## src/rtl/irq_stat_pkg.sv

```systemverilog
package irq_stat_pkg;

    localparam int NUM_SRC = 14;

    // event classes that software may mask as a unit
    localparam logic [NUM_SRC-1:0] RX_GROUP = 14'h0BB0; // bits 4,5,7,8,9,11
    localparam logic [NUM_SRC-1:0] TX_GROUP = 14'h004C; // bits 2,3,6

    // word indices of the register port
    typedef enum logic [1:0] {
        SEL_STATUS = 2'd0,
        SEL_ENABLE = 2'd1,
        SEL_GROUP  = 2'd2,
        SEL_NONE   = 2'd3
    } reg_sel_e;

    // bit positions inside the group-control word
    localparam int GRP_RX_SET = 0;
    localparam int GRP_RX_CLR = 1;
    localparam int GRP_TX_SET = 2;
    localparam int GRP_TX_CLR = 3;

    typedef struct packed {
        logic rx_set;
        logic rx_clr;
        logic tx_set;
        logic tx_clr;
    } grp_op_t;

    typedef struct packed {
        logic stat_wr;
        logic en_wr;
        logic grp_wr;
    } bus_strobe_t;

endpackage

```

## src/rtl/irq_bus_decode.sv

```systemverilog
module irq_bus_decode
    import irq_stat_pkg::*;
#(
    parameter int N      = NUM_SRC,
    parameter int ADDR_W = 4,
    parameter int DATA_W = 32
) (
    input  logic              bus_wr,
    input  logic [ADDR_W-1:0] bus_addr,
    input  logic [DATA_W-1:0] bus_wdata,
    input  logic [N-1:0]      status_q,
    input  logic [N-1:0]      enable_q,
    output bus_strobe_t       strobe,
    output logic [N-1:0]      wr_bits,
    output grp_op_t           grp_op,
    output logic [DATA_W-1:0] bus_rdata
);

    localparam logic [ADDR_W-1:0] A_STATUS = ADDR_W'(SEL_STATUS);
    localparam logic [ADDR_W-1:0] A_ENABLE = ADDR_W'(SEL_ENABLE);
    localparam logic [ADDR_W-1:0] A_GROUP  = ADDR_W'(SEL_GROUP);

    logic unused_hi;
    assign unused_hi = ^bus_wdata[DATA_W-1:N];

    always_comb begin
        strobe.stat_wr = bus_wr && (bus_addr == A_STATUS);
        strobe.en_wr   = bus_wr && (bus_addr == A_ENABLE);
        strobe.grp_wr  = bus_wr && (bus_addr == A_GROUP);
        wr_bits        = bus_wdata[N-1:0];
        grp_op.rx_set  = bus_wdata[GRP_RX_SET];
        grp_op.rx_clr  = bus_wdata[GRP_RX_CLR];
        grp_op.tx_set  = bus_wdata[GRP_TX_SET];
        grp_op.tx_clr  = bus_wdata[GRP_TX_CLR];
    end

    always_comb begin
        bus_rdata = '0;
        if (bus_addr == A_STATUS) begin
            bus_rdata[N-1:0] = status_q;
        end else if (bus_addr == A_ENABLE) begin
            bus_rdata[N-1:0] = enable_q;
        end
    end

endmodule

```

## src/rtl/irq_status_core.sv

```systemverilog
module irq_status_core #(
    parameter int N = 14
) (
    input  logic         clk,
    input  logic         rst_n,
    input  logic [N-1:0] evt,
    input  logic         clr_en,
    input  logic [N-1:0] clr_bits,
    output logic [N-1:0] status_q
);

    typedef struct packed {
        logic [N-1:0] status;
    } st_t;

    st_t          st_d;
    st_t          st_q;
    logic [N-1:0] bit_next;

    // one sticky cell per source; a fresh event beats a same-cycle clear
    for (genvar gi = 0; gi < N; gi++) begin : g_cell
        logic kill;
        assign kill         = clr_en && clr_bits[gi];
        assign bit_next[gi] = evt[gi] || (st_q.status[gi] && !kill);
    end

    always_comb begin
        st_d        = st_q;
        st_d.status = bit_next;
    end

    always_ff @(posedge clk or negedge rst_n) begin
        if (!rst_n) begin
            st_q <= '0;
        end else begin
            st_q <= st_d;
        end
    end

    assign status_q = st_q.status;

endmodule

```

## src/rtl/irq_enable_core.sv

```systemverilog
module irq_enable_core
    import irq_stat_pkg::*;
#(
    parameter int           N       = NUM_SRC,
    parameter logic [N-1:0] RX_MASK = RX_GROUP,
    parameter logic [N-1:0] TX_MASK = TX_GROUP
) (
    input  logic         clk,
    input  logic         rst_n,
    input  logic         load_en,
    input  logic         grp_en,
    input  logic [N-1:0] wr_bits,
    input  grp_op_t      grp_op,
    output logic [N-1:0] enable_q
);

    typedef struct packed {
        logic [N-1:0] enable;
    } en_t;

    en_t en_d;
    en_t en_q;

    always_comb begin
        en_d = en_q;
        if (load_en) begin
            en_d.enable = wr_bits;
        end else if (grp_en) begin
            if (grp_op.rx_set) en_d.enable = en_d.enable | RX_MASK;
            if (grp_op.tx_set) en_d.enable = en_d.enable | TX_MASK;
            if (grp_op.rx_clr) en_d.enable = en_d.enable & ~RX_MASK;
            if (grp_op.tx_clr) en_d.enable = en_d.enable & ~TX_MASK;
        end
    end

    always_ff @(posedge clk or negedge rst_n) begin
        if (!rst_n) begin
            en_q <= '0;
        end else begin
            en_q <= en_d;
        end
    end

    assign enable_q = en_q.enable;

endmodule

```

## src/rtl/irq_line_drive.sv

```systemverilog
module irq_line_drive #(
    parameter int N       = 14,
    parameter bit REG_OUT = 1'b1
) (
    input  logic         clk,
    input  logic         rst_n,
    input  logic [N-1:0] status_q,
    input  logic [N-1:0] enable_q,
    output logic         irq
);

    logic pend;
    assign pend = |(status_q & enable_q);

    if (REG_OUT) begin : g_reg
        typedef struct packed {
            logic line;
        } ln_t;

        ln_t ln_d;
        ln_t ln_q;

        always_comb begin
            ln_d      = ln_q;
            ln_d.line = pend;
        end

        always_ff @(posedge clk or negedge rst_n) begin
            if (!rst_n) begin
                ln_q <= '0;
            end else begin
                ln_q <= ln_d;
            end
        end

        assign irq = ln_q.line;
    end else begin : g_comb
        logic unused_clk;
        assign unused_clk = clk ^ rst_n;
        assign irq        = pend;
    end

endmodule

```

## src/rtl/irq_stat_unit.sv

```systemverilog
module irq_stat_unit
    import irq_stat_pkg::*;
#(
    parameter int ADDR_W = 4,
    parameter int DATA_W = 32
) (
    input  logic                clk,
    input  logic                rst_n,
    input  logic [NUM_SRC-1:0]  evt_pulse,
    input  logic                bus_wr,
    input  logic [ADDR_W-1:0]   bus_addr,
    input  logic [DATA_W-1:0]   bus_wdata,
    output logic [DATA_W-1:0]   bus_rdata,
    output logic                irq
);

    logic [NUM_SRC-1:0] status_vec;
    logic [NUM_SRC-1:0] enable_vec;
    logic [NUM_SRC-1:0] wr_bits;
    bus_strobe_t        strobe;
    grp_op_t            grp_op;

    irq_bus_decode #(
        .N      (NUM_SRC),
        .ADDR_W (ADDR_W),
        .DATA_W (DATA_W)
    ) u_dec (
        .bus_wr    (bus_wr),
        .bus_addr  (bus_addr),
        .bus_wdata (bus_wdata),
        .status_q  (status_vec),
        .enable_q  (enable_vec),
        .strobe    (strobe),
        .wr_bits   (wr_bits),
        .grp_op    (grp_op),
        .bus_rdata (bus_rdata)
    );

    irq_status_core #(
        .N (NUM_SRC)
    ) u_stat (
        .clk      (clk),
        .rst_n    (rst_n),
        .evt      (evt_pulse),
        .clr_en   (strobe.stat_wr),
        .clr_bits (wr_bits),
        .status_q (status_vec)
    );

    irq_enable_core #(
        .N       (NUM_SRC),
        .RX_MASK (RX_GROUP),
        .TX_MASK (TX_GROUP)
    ) u_en (
        .clk      (clk),
        .rst_n    (rst_n),
        .load_en  (strobe.en_wr),
        .grp_en   (strobe.grp_wr),
        .wr_bits  (wr_bits),
        .grp_op   (grp_op),
        .enable_q (enable_vec)
    );

    irq_line_drive #(
        .N       (NUM_SRC),
        .REG_OUT (1'b1)
    ) u_line (
        .clk      (clk),
        .rst_n    (rst_n),
        .status_q (status_vec),
        .enable_q (enable_vec),
        .irq      (irq)
    );

endmodule

```

## config.mk

```make
export PLATFORM = sky130hd
export DESIGN_NAME = irq_stat_unit
export DESIGN_NICKNAME = d
export VERILOG_FILES = /design/src/rtl/irq_stat_pkg.sv /design/src/rtl/irq_bus_decode.sv /design/src/rtl/irq_status_core.sv /design/src/rtl/irq_enable_core.sv /design/src/rtl/irq_line_drive.sv /design/src/rtl/irq_stat_unit.sv
export SDC_FILE = /design/constraint.sdc
export NUM_CORES = 1
export LEC_CHECK = 0
export BUFFER_PORTS_ARGS = -buffer_cell sky130_fd_sc_hd__buf_2
export CAP_MARGIN = 10
export CORE_MARGIN = 1.5
export CORE_UTILIZATION = 45
export DETAILED_ROUTE_END_ITERATION = 8
export MAX_ROUTING_LAYER = met4
export PLACE_DENSITY = 0.8
export RECOVER_POWER = 50
export SYNTH_ARGS = -nofsm -noshare
export SYNTH_HDL_FRONTEND = slang
export SYNTH_SLANG_ARGS = --single-unit
```

## constraint.sdc

```tcl
create_clock -name clk -period 1.6 [get_ports clk]
set_input_delay 0.08 -clock clk [delete_from_list [all_inputs] [get_ports clk]]
set_output_delay 0.08 -clock clk [all_outputs]
set_load 0.02 [all_outputs]
```

==> results of run 1 <==
cell usage after synthesis:
cell	instances	area [um^2]
dfrtp_1	29	725.7
conb_1	1	3.750
a22o_1	16	140.1
nor3_1	1	5.000
clkbuf_1	2	7.510
and2_1	2	12.51
nand3_1	1	5.000
buf_4	19	142.6
buf_6	1	11.26
nor2_1	5	18.77
nor2_4	1	11.26
nand4_1	1	6.260
a21oi_1	2	10.01
a22oi_1	5	37.54
nand4b_1	1	8.760
a21bo_2	1	10.01
nor3b_1	1	7.510
o31ai_1	1	7.510
a21o_1	15	112.6
inv_1	3	11.26
or3b_1	1	8.760
nand2_1	19	71.32
o21ai_0	4	20.02
mux2_2	5	56.30
a221o_1	5	50.05
a2bb2oi_1	1	8.760
buf_2	3	15.01
nor4_4	2	42.54
nor2b_1	1	6.260
a221oi_1	3	26.28
nor3_2	1	10.01
nand2b_1	1	6.260
metrics by stage:
step / setup slack (ns) / std cells / cell area (um^2)
final: 0.2501 / 279 / 2151
after global routing: 0.1304 / 279 / 2151
after CTS: 0.2392 / 279 / 2172
after detailed placement: 0.1119 / 249 / 1867
after global placement: 0.1142 / 249 / 1867
after floorplan: 0.2601 / 171 / 1680
sequential cells by signal (all words and copies together), names as in the netlist:
register and count:
u_line.irq 1, u_en.enable_q 14, u_stat.status_q 14
routing by layer:
| layer | wire length (um) | vias up |
|---|---|---|
| met5 | 0 | - |
| met4 | 53 | 0 |
| met3 | 279 | 7 |
| met2 | 1924 | 71 |
| met1 | 1725 | 700 |
| li1 | - | 689 |
kinds of logic after synthesis:
kind of cell | share of synthesized area, %
compound gates | 26.16
buf+inv | 11.61
mux | 3.483
other cells | 0.2320
flops | 44.89
simple gates | 13.62
path summary, 6_finish.rpt:
kind / depth (start not counted) / slack (ns) / startpoint / to
max: 6 / 0.25 / bus_addr[1] / bus_rdata[12]
min: 2 / -0.0008 / bus_wdata[9] / u_en.enable_q[9]$_DFFE_PN0P_
max reg2reg: 4 / 0.37 / u_stat.status_q[7]$_DFF_PN0_ / u_line.irq$_DFF_PN0_
min reg2reg: 1 / 0.51 / u_stat.status_q[1]$_DFF_PN0_ / u_stat.status_q[1]$_DFF_PN0_
max in group asynchronous: 2 / 0.83 / rst_n / u_stat.status_q[2]$_DFF_PN0_
min in group asynchronous: 2 / 0.31 / rst_n / u_en.enable_q[6]$_DFFE_PN0P_
power by group through the flow:
stage | logic (mW) | registers (mW) | clock network [mW]
global placement | 0.343 | 0.888 | 0
global route | 0.425 | 0.890 | 0.680
CTS | 0.389 | 0.877 | 0.639
floorplan | 0.269 | 0.874 | 0
finish | 0.388 | 0.878 | 0.636
detailed placement | 0.346 | 0.892 | 0
worst register-to-register path: stages (launching register included):
cell      delay (ns)
dfrtp_1         0.41
a22oi_1         0.23
nand2_1         0.08
a221oi_1        0.26
nand4_1         0.13
area by class of cell:
type | instances | area share (%)
multi-input cells | 114 | 34.96
flip-flops and latches | 29 | 33.74
repair buffers | 79 | 24.14
well taps | 46 | 2.676
clock buffers | 7 | 2.560
clock inverters | 1 | 1.396
inverters | 3 | 0.5236
placed cells by master, fill, tap and decap left out, types with 2 or more instances in the layout:
cell type,n
dlygate4sd3_1,22
a22o_1,16
nand2_1,19
a22oi_1,5
a221oi_1,3
clkbuf_4,5
conb_1,18
a221o_1,5
nor2_1,5
clkbuf_1,4
a21o_1,15
buf_2,46
o21ai_0,4
dfrtp_1,29
mux2_2,5
a21oi_1,2
buf_4,7
inv_1,3
==> metrics.txt, run 1 <==
WHS=-0.0008338 ns; Peak Freq=740.8 MHz; setup_tns=0 ns; die width=62.94 um; GPL Wtd Cong=0.7815; Antenna Nets Post-Route=0; Synth Register Bits=29; Worst Hold Class=primary input to register; share of cells above drive strength 1=30.04%; Avg Cell Area, Syn=10.50 um^2; Root Buffer=clkbuf_4; Tcrit/Tclk final=84.37%; final setup fails=0; slew margin rel.=52.68%; Slew Limit Fails=0; total track usage=22.64%; total power draw=1.902 mW; Power Density=884.3 nW/um^2; Worst path top cell family by delay=buffers and inverters; initial antenna violation count=0; WP buf/inv=3; Die Y=62.94 um; register area share after synthesis=44.89%; Clock Power Share=33.5%; vias in the first global route=1465; Worst Path Max Fanout=10; Residual DRC=0; grt ovf=0; Initial Utilization=47.69%; post-CTS setup buffer count=0; crit path cell chain=buf_2 > nand2b_1 > nor3_2 > buf_4 > a22o_1 > buf_2; Avg Vias per Cell=5.258; violated checks=negative hold slack; max_cap viols=0; Reg area=725.7 um^2; RSZ-0062 raised after global routing=no; status=finished with violations; first-pass GRT wire length=6699 um; layout filler cell count=299; slowest stage delay, CP=0.30 ns; largest net degree at the start of global routing=30; Worst setup EP type=output pin; Final Hold Fails=1; Most Crowded Layer GR=met2; Period minus WS final=1.350 ns; Routed WL per cell=14.28 um; Die Area=3961 um^2; cts hold-fix bufs=22; CTS-repair resized insts=0; wirelength, routed=3983 um; Req. time, crit path=1.52 ns; total CTS buffers=5; Clock Latency Late Sink=0.33 ns; Sw Ratio=27.41%; Seq pwr share=46.1%; Worst Path Arrival=1.27 ns; core area=3390 um^2; clk buf depth=2; kind of critical path=primary input to output pin; row count=21; IO Port Bufs=49; CTS tree=built; Netlist cell types=32; Psw=521.3 uW; CTS Sinks=29; clock skew=0.01168 ns; met2 Usage GRT=37.90%; CP Launch Type=primary input; most used cell, CP=buf_2; Iter 0 DRT Violations=51; dpl hpwl=2706 um; clock transition at the registers of the reported paths=0.09 ns; Mapped Area=1617 um^2; top-level I/O count=86; Core Util, Final=63.46%; leakage=0.9644 nW; Layout area overhead=33.05%; Nets=285; Antenna diodes=0; H-tree lvl count=2; DR pass1 iterations=4; Mapped Cells=154; Max VDD drop=0.7860 mV; Ys Warns=0; M3 GR Usage=5.946%; area occupied by multi-input gates=752.0 um^2; Vias=1467; internal power=1.381 mW; worst slew pin tran=0.7098 ns; Crit-path slowest cell=nand2b_1; met1 usage=27.08%; Comb pwr share=20.4%
Note: power is estimated with default switching activity, not from simulation.
==> inputs of run 2 (changes only) <==
--- a/config.mk
+++ b/config.mk
@@ -8,10 +8,10 @@
 export BUFFER_PORTS_ARGS = -buffer_cell sky130_fd_sc_hd__buf_2
 export CAP_MARGIN = 10
 export CORE_MARGIN = 1.5
-export CORE_UTILIZATION = 45
+export CORE_UTILIZATION = 40
 export DETAILED_ROUTE_END_ITERATION = 8
 export MAX_ROUTING_LAYER = met4
-export PLACE_DENSITY = 0.8
+export PLACE_DENSITY = 0.75
 export RECOVER_POWER = 50
 export SYNTH_ARGS = -nofsm -noshare
 export SYNTH_HDL_FRONTEND = slang
==> constraint.sdc (replaced) <==
create_clock -name clk -period 1.2 [get_ports clk]
set_input_delay 0.06 -clock clk [delete_from_list [all_inputs] [get_ports clk]]
set_output_delay 0.06 -clock clk [all_outputs]
set_load 0.02 [all_outputs]
==> metrics.txt, run 2 (synthesized netlist as in run 1, its figures left out) <==
core area=3771 um^2 (+11%); Routed WL per cell=15.60 um (+9.3%); Worst Path Arrival=1.17 ns (-0.10 ns); clock skew=0.002333 ns (-0.009351 ns); Core Util, Final=70.14% (+6.7 points); H-tree lvl count=2 (unchanged); row count=22 (+4.8%); GPL Wtd Cong=0.7862 (+0.60%); Worst Hold Class=primary input to register; total power draw=3.029 mW (+59%); Peak Freq=812.7 MHz; most used cell, CP=buf_6; Reg-to-Reg Start=u_en.enable_q[2]$_DFFE_PN0P_; Period minus WS final=1.230 ns; Residual DRC=0 (unchanged); commonest non-fill, non-tap cell in the layout=buf_2; Slew Limit Fails=0 (unchanged); Levels on crit path=3 (-3); Clock Latency Late Sink=0.29 ns (-0.04 ns); dpl hpwl=3048 um (+13%); RSZ-0062 raised after global routing=yes; wirelength, routed=4759 um (+19%); Initial Utilization=42.87% (-4.8 points); clock transition at the registers of the reported paths=0.06 ns (-0.03 ns); Worst Path Max Fanout=2 (-8); max_cap viols=0 (unchanged); Final WS setup=-0.03041 ns (-0.2805 ns); CTS Sinks=29 (unchanged); placed standard-cell area=2143 um^2 (+15%); kind of critical path=register to output pin; Power Density=1145 nW/um^2 (+29%); total CTS buffers=5 (unchanged); R2R depth=5 (+1); violated checks=negative setup slack; top-level I/O count=86 (unchanged); status=finished with violations; post-route cell area=2645 um^2 (+23%); Tcrit/Tclk final=102.5%; Antenna diodes=0 (unchanged); Die Y=66.57 um (+5.8%); R2R Setup Slk=0.01 ns (-0.36 ns); Req. time, crit path=1.14 ns (-0.38 ns); final setup fails=6 (+6); Worst setup EP type=output pin; Die Area=4432 um^2 (+12%); worst slew pin tran=0.7170 ns (+0.007202 ns); clk buf depth=2 (unchanged); Crit-path slowest cell=dfrtp_1; Nets=309 (+8.4%); Max VDD drop=0.8650 mV (+10%); WHS=0.01890 ns (+0.01973 ns); commonest non-fill, non-tap cells in the layout=33 x buf_2, 29 x buf_4, 29 x dfrtp_1; Avg Vias per Cell=5.144 (-2.2%); die width=66.57 um (+5.8%); first-pass GRT wire length=7472 um (+12%); DR pass1 iterations=4 (unchanged); CTS tree=built; CP startpoint=u_en.enable_q[2]$_DFFE_PN0P_; Layout area overhead=63.62%; CP endpoint=bus_rdata[2]; slew margin rel.=52.20% (-0.48 points); vias in the first global route=1560 (+6.5%); Antenna Nets Post-Route=0 (unchanged); grt ovf=0 (unchanged); Root Buffer=clkbuf_8; dpl ws=-0.1771 ns (-0.2890 ns); Worst path top cell family by delay=flip-flops; Final Hold Fails=0 (-1); crit path cell chain=buf_6 > a22o_1 > buf_6; share of cells above drive strength 1=47.08% (+17 points); initial antenna violation count=0 (unchanged); leakage=1.217 nW (+26%); Iter 0 DRT Violations=42 (-18%); largest net degree at the start of global routing=30 (unchanged); WP buf/inv=2 (-1); Worst R2R End=u_en.enable_q[2]$_DFFE_PN0P_; slowest stage delay, CP=0.40 ns (+0.10 ns); IO Port Bufs=49 (unchanged); CP Launch Type=register; Vias=1569 (+7.0%); total track usage=23.74% (+1.1 points)
==> run 2: area by class of cell <==
class	instances	area, um^2
Fill cell	255	1126
Multi-Input combinational cell	114	894.6
Timing Repair Buffer	103	837.1
Sequential cell	29	725.7
Clock buffer	7	86.33
Tap cell	48	60.06
Clock inverter	1	30.03
Inverter	3	11.26
==> run 2: worst register-to-register path, cell delays in order, from the launching register on <==
cell and delay (ns):
dfrtp_1 0.38, buf_6 0.12, buf_4 0.10, inv_1 0.04
a22o_1 0.22, a221oi_2 0.24
==> run 2: power by group <==
| part | total [mW] | internal (mW) | switching [mW] |
|---|---|---|---|
| clock | 1.07 | 0.676 | 0.389 |
| combinational | 0.775 | 0.439 | 0.336 |
| sequential | 1.19 | 1.09 | 0.103 |
==> run 2: worst min-delay path by stage <==
stage,from,endpoint,slack [ns],cells past startpoint
after CTS,bus_wdata[13],u_en.enable_q[13]$_DFFE_PN0P_,0.02,2
after global placement,rst_n,u_stat.status_q[9]$_DFF_PN0_,0.09,2
after detailed placement,rst_n,u_stat.status_q[9]$_DFF_PN0_,0.09,2
after floorplan,rst_n,u_en.enable_q[0]$_DFFE_PN0P_,-0.24,0
final,bus_wdata[4],u_en.enable_q[4]$_DFFE_PN0P_,0.02,2
after global routing,bus_wdata[4],u_en.enable_q[4]$_DFFE_PN0P_,0.01,2
==> run 2: routing by layer <==
layer  track usage [%]  wire length [um]  vias up
met3             6.757               301        8
met2             39.13              2424       62
met4             7.653                56        0
met1             28.09              1976      762
met5                 -                 0        -
li1                  -                 -      737
==> run 2: what timing repair did <==
item | CTS | global route
hold buffers | 15 | 0
hold endpoints to repair | 43 | 0
gates resized for setup | 29 | 16
cloned | 1 | 0
setup endpoints to repair | 15 | 19
pin swaps | 5 | 11
setup buffers | 5 | 3
==> run 2: metrics by stage <==
stage                     TNS, ns  instances
after CTS                 -0.1500        302
final                     -0.1469        305
after floorplan           -0.3851        171
after global placement     -2.946        273
after detailed placement   -3.663        273
after global routing      -0.4154        305
==> inputs of run 3 (changes only) <==
--- a/config.mk
+++ b/config.mk
@@ -11,7 +11,7 @@
 export CORE_UTILIZATION = 40
 export DETAILED_ROUTE_END_ITERATION = 8
 export MAX_ROUTING_LAYER = met4
-export PLACE_DENSITY = 0.75
+export PLACE_DENSITY = 0.72
 export RECOVER_POWER = 50
 export SYNTH_ARGS = -nofsm -noshare
 export SYNTH_HDL_FRONTEND = slang
==> metrics.txt, run 3 (synthesized netlist as in run 1, its figures left out) <==
status=finished with violations; violated checks=negative setup slack; Final Hold Fails=0 (unchanged); grt ovf=0 (unchanged); die width=66.57 um (unchanged); Worst Hold Class=primary input to register; commonest non-fill, non-tap cell in the layout=buf_2; Antenna diodes=0 (unchanged); total power draw=3.003 mW (-0.86%); clock skew=0.003509 ns (+0.001176 ns); Core Util, Final=68.28% (-1.9 points); Root Buffer=clkbuf_8; CTS Sinks=29 (unchanged); Vias=1507 (-4.0%); Max VDD drop=1.062 mV (+23%); Clock Latency Late Sink=0.27 ns (-0.02 ns); Routed WL per cell=15.52 um (-0.56%); clock transition at the registers of the reported paths=0.06 ns (about the same); first-pass GRT wire length=7044 um (-5.7%); H-tree lvl count=2 (unchanged); share of cells above drive strength 1=45.24% (-1.8 points); Period minus WS final=1.229 ns (-0.001319 ns); met2 Usage GRT=36.75% (-2.4 points); kind of critical path=register to output pin; dpl ws=-0.1839 ns (-0.006752 ns); Iter 0 DRT Violations=67 (+60%); Power Density=1166 nW/um^2 (+1.8%); CP Launch Type=register; placed insts=270 (-1.1%); Peak Freq=813.6 MHz (+0.11%); worst slew pin tran=0.7051 ns (-0.01190 ns); Worst Path Max Fanout=4 (+2); Antenna Nets Post-Route=0 (unchanged); Die Y=66.57 um (unchanged); R2R depth=5 (unchanged); commonest non-fill, non-tap cells in the layout=36 x buf_2, 29 x dfrtp_1, 22 x buf_4; dpl hpwl=3019 um (-0.96%); Hold Crit Depth=2 (unchanged); vias in the first global route=1558 (-0.13%); DR pass1 iterations=4 (unchanged); slew margin rel.=52.99% (+0.79 points); Final WS setup=-0.02909 ns (+0.001319 ns); CP startpoint=u_en.enable_q[2]$_DFFE_PN0P_; Initial Utilization=42.87% (unchanged); leakage=1.179 nW (-3.1%); max_cap viols=0 (unchanged); fin cells=300 (-1.6%); total track usage=22.37% (-1.4 points); Die Area=4432 um^2 (unchanged); Most Crowded Layer GR=met2; R2R Setup Slk=-0.02 ns (-0.03 ns); Tcrit/Tclk final=102.4% (-0.11 points); Worst setup EP type=output pin; final setup fails=7 (+1); Worst R2R End=u_line.irq$_DFF_PN0_; Worst Path Arrival=1.17 ns (about the same); top-level I/O count=86 (unchanged); GPL Wtd Cong=0.8774 (+12%); Slew Limit Fails=0 (unchanged); CTS tree=built; Reg-to-Reg Start=u_en.enable_q[7]$_DFFE_PN0P_; Residual DRC=0 (unchanged); layout filler cell count=275 (+7.8%); clk buf depth=2 (unchanged); RSZ-0062 raised after global routing=yes; total CTS buffers=5 (unchanged); Req. time, crit path=1.14 ns (about the same); met1 usage=25.70% (-2.4 points); initial antenna violation count=0 (unchanged); wirelength, routed=4655 um (-2.2%); core area=3771 um^2 (unchanged); HP Start=bus_wdata[13]; CP endpoint=bus_rdata[2]; M3 GR Usage=5.574% (-1.2 points); Nets=304 (-1.6%); largest net degree at the start of global routing=30 (unchanged); Avg Vias per Cell=5.023 (-2.4%); row count=22 (unchanged); Layout area overhead=59.29%; IO Port Bufs=49 (unchanged)
## run 3: what timing repair did
| item | CTS | global route |
|---|---|---|
| pin swaps | 0 | 3 |
| hold buffers | 15 | 0 |
| endpoints found under the hold margin | 43 | 0 |
| gates resized for setup | 24 | 16 |
| setup endpoints to repair | 15 | 15 |
| buffers inserted | 4 | 2 |
| gates cloned | 0 | 1 |
## run 3: cell type report
cell class,instances,area (um^2),area share (%)
multi-input cells,114,885.9,34.40
well taps,48,60.06,2.332
repair buffers,98,775.7,30.13
clock inverters,1,30.03,1.166
inverters,3,11.26,0.4373
clock buffers,7,86.33,3.353
flip-flops and latches,29,725.7,28.18
## run 3: layer usage
layer / part of all wire, % / wire length (um)
met1: 40 / 1850
met2: 53 / 2463
met3: 6.1 / 283
met4: 1.2 / 57
met5: 0 / 0
## run 3: worst min path at each step
stage,end,slack (ns)
after floorplan,u_en.enable_q[0]$_DFFE_PN0P_,-0.24
after global placement,u_stat.status_q[13]$_DFF_PN0_,0.09
after detailed placement,u_stat.status_q[13]$_DFF_PN0_,0.09
after CTS,u_en.enable_q[4]$_DFFE_PN0P_,0.03
after global routing,u_en.enable_q[13]$_DFFE_PN0P_,0.03
final,u_en.enable_q[13]$_DFFE_PN0P_,0.03
## run 3: report_power, final
group	leakage, nW	switching (mW)	internal (mW)
Clock	0.0585	0.358	0.676
Combinational	0.817	0.333	0.439
Sequential	0.304	0.111	1.09
## run 3: per-stage QoR
step / setup TNS (ns) / hold slack (ns) / cell area, um^2
2_1_floorplan: -0.3851 / -0.2356 / 1795
3_3_place_gp: -2.427 / 0.08676 / 2121
3_5_place_dp: -3.154 / 0.08593 / 2121
4_1_cts: -0.07869 / 0.02819 / 2502
5_1_grt: -0.4515 / 0.03446 / 2575
6_report: -0.1262 / 0.03115 / 2575
## run 3: critical path, stage by stage (launching register included)
cell	delay, ns
dfrtp_1	0.41
buf_6	0.13
a22o_1	0.22
buf_6	0.13
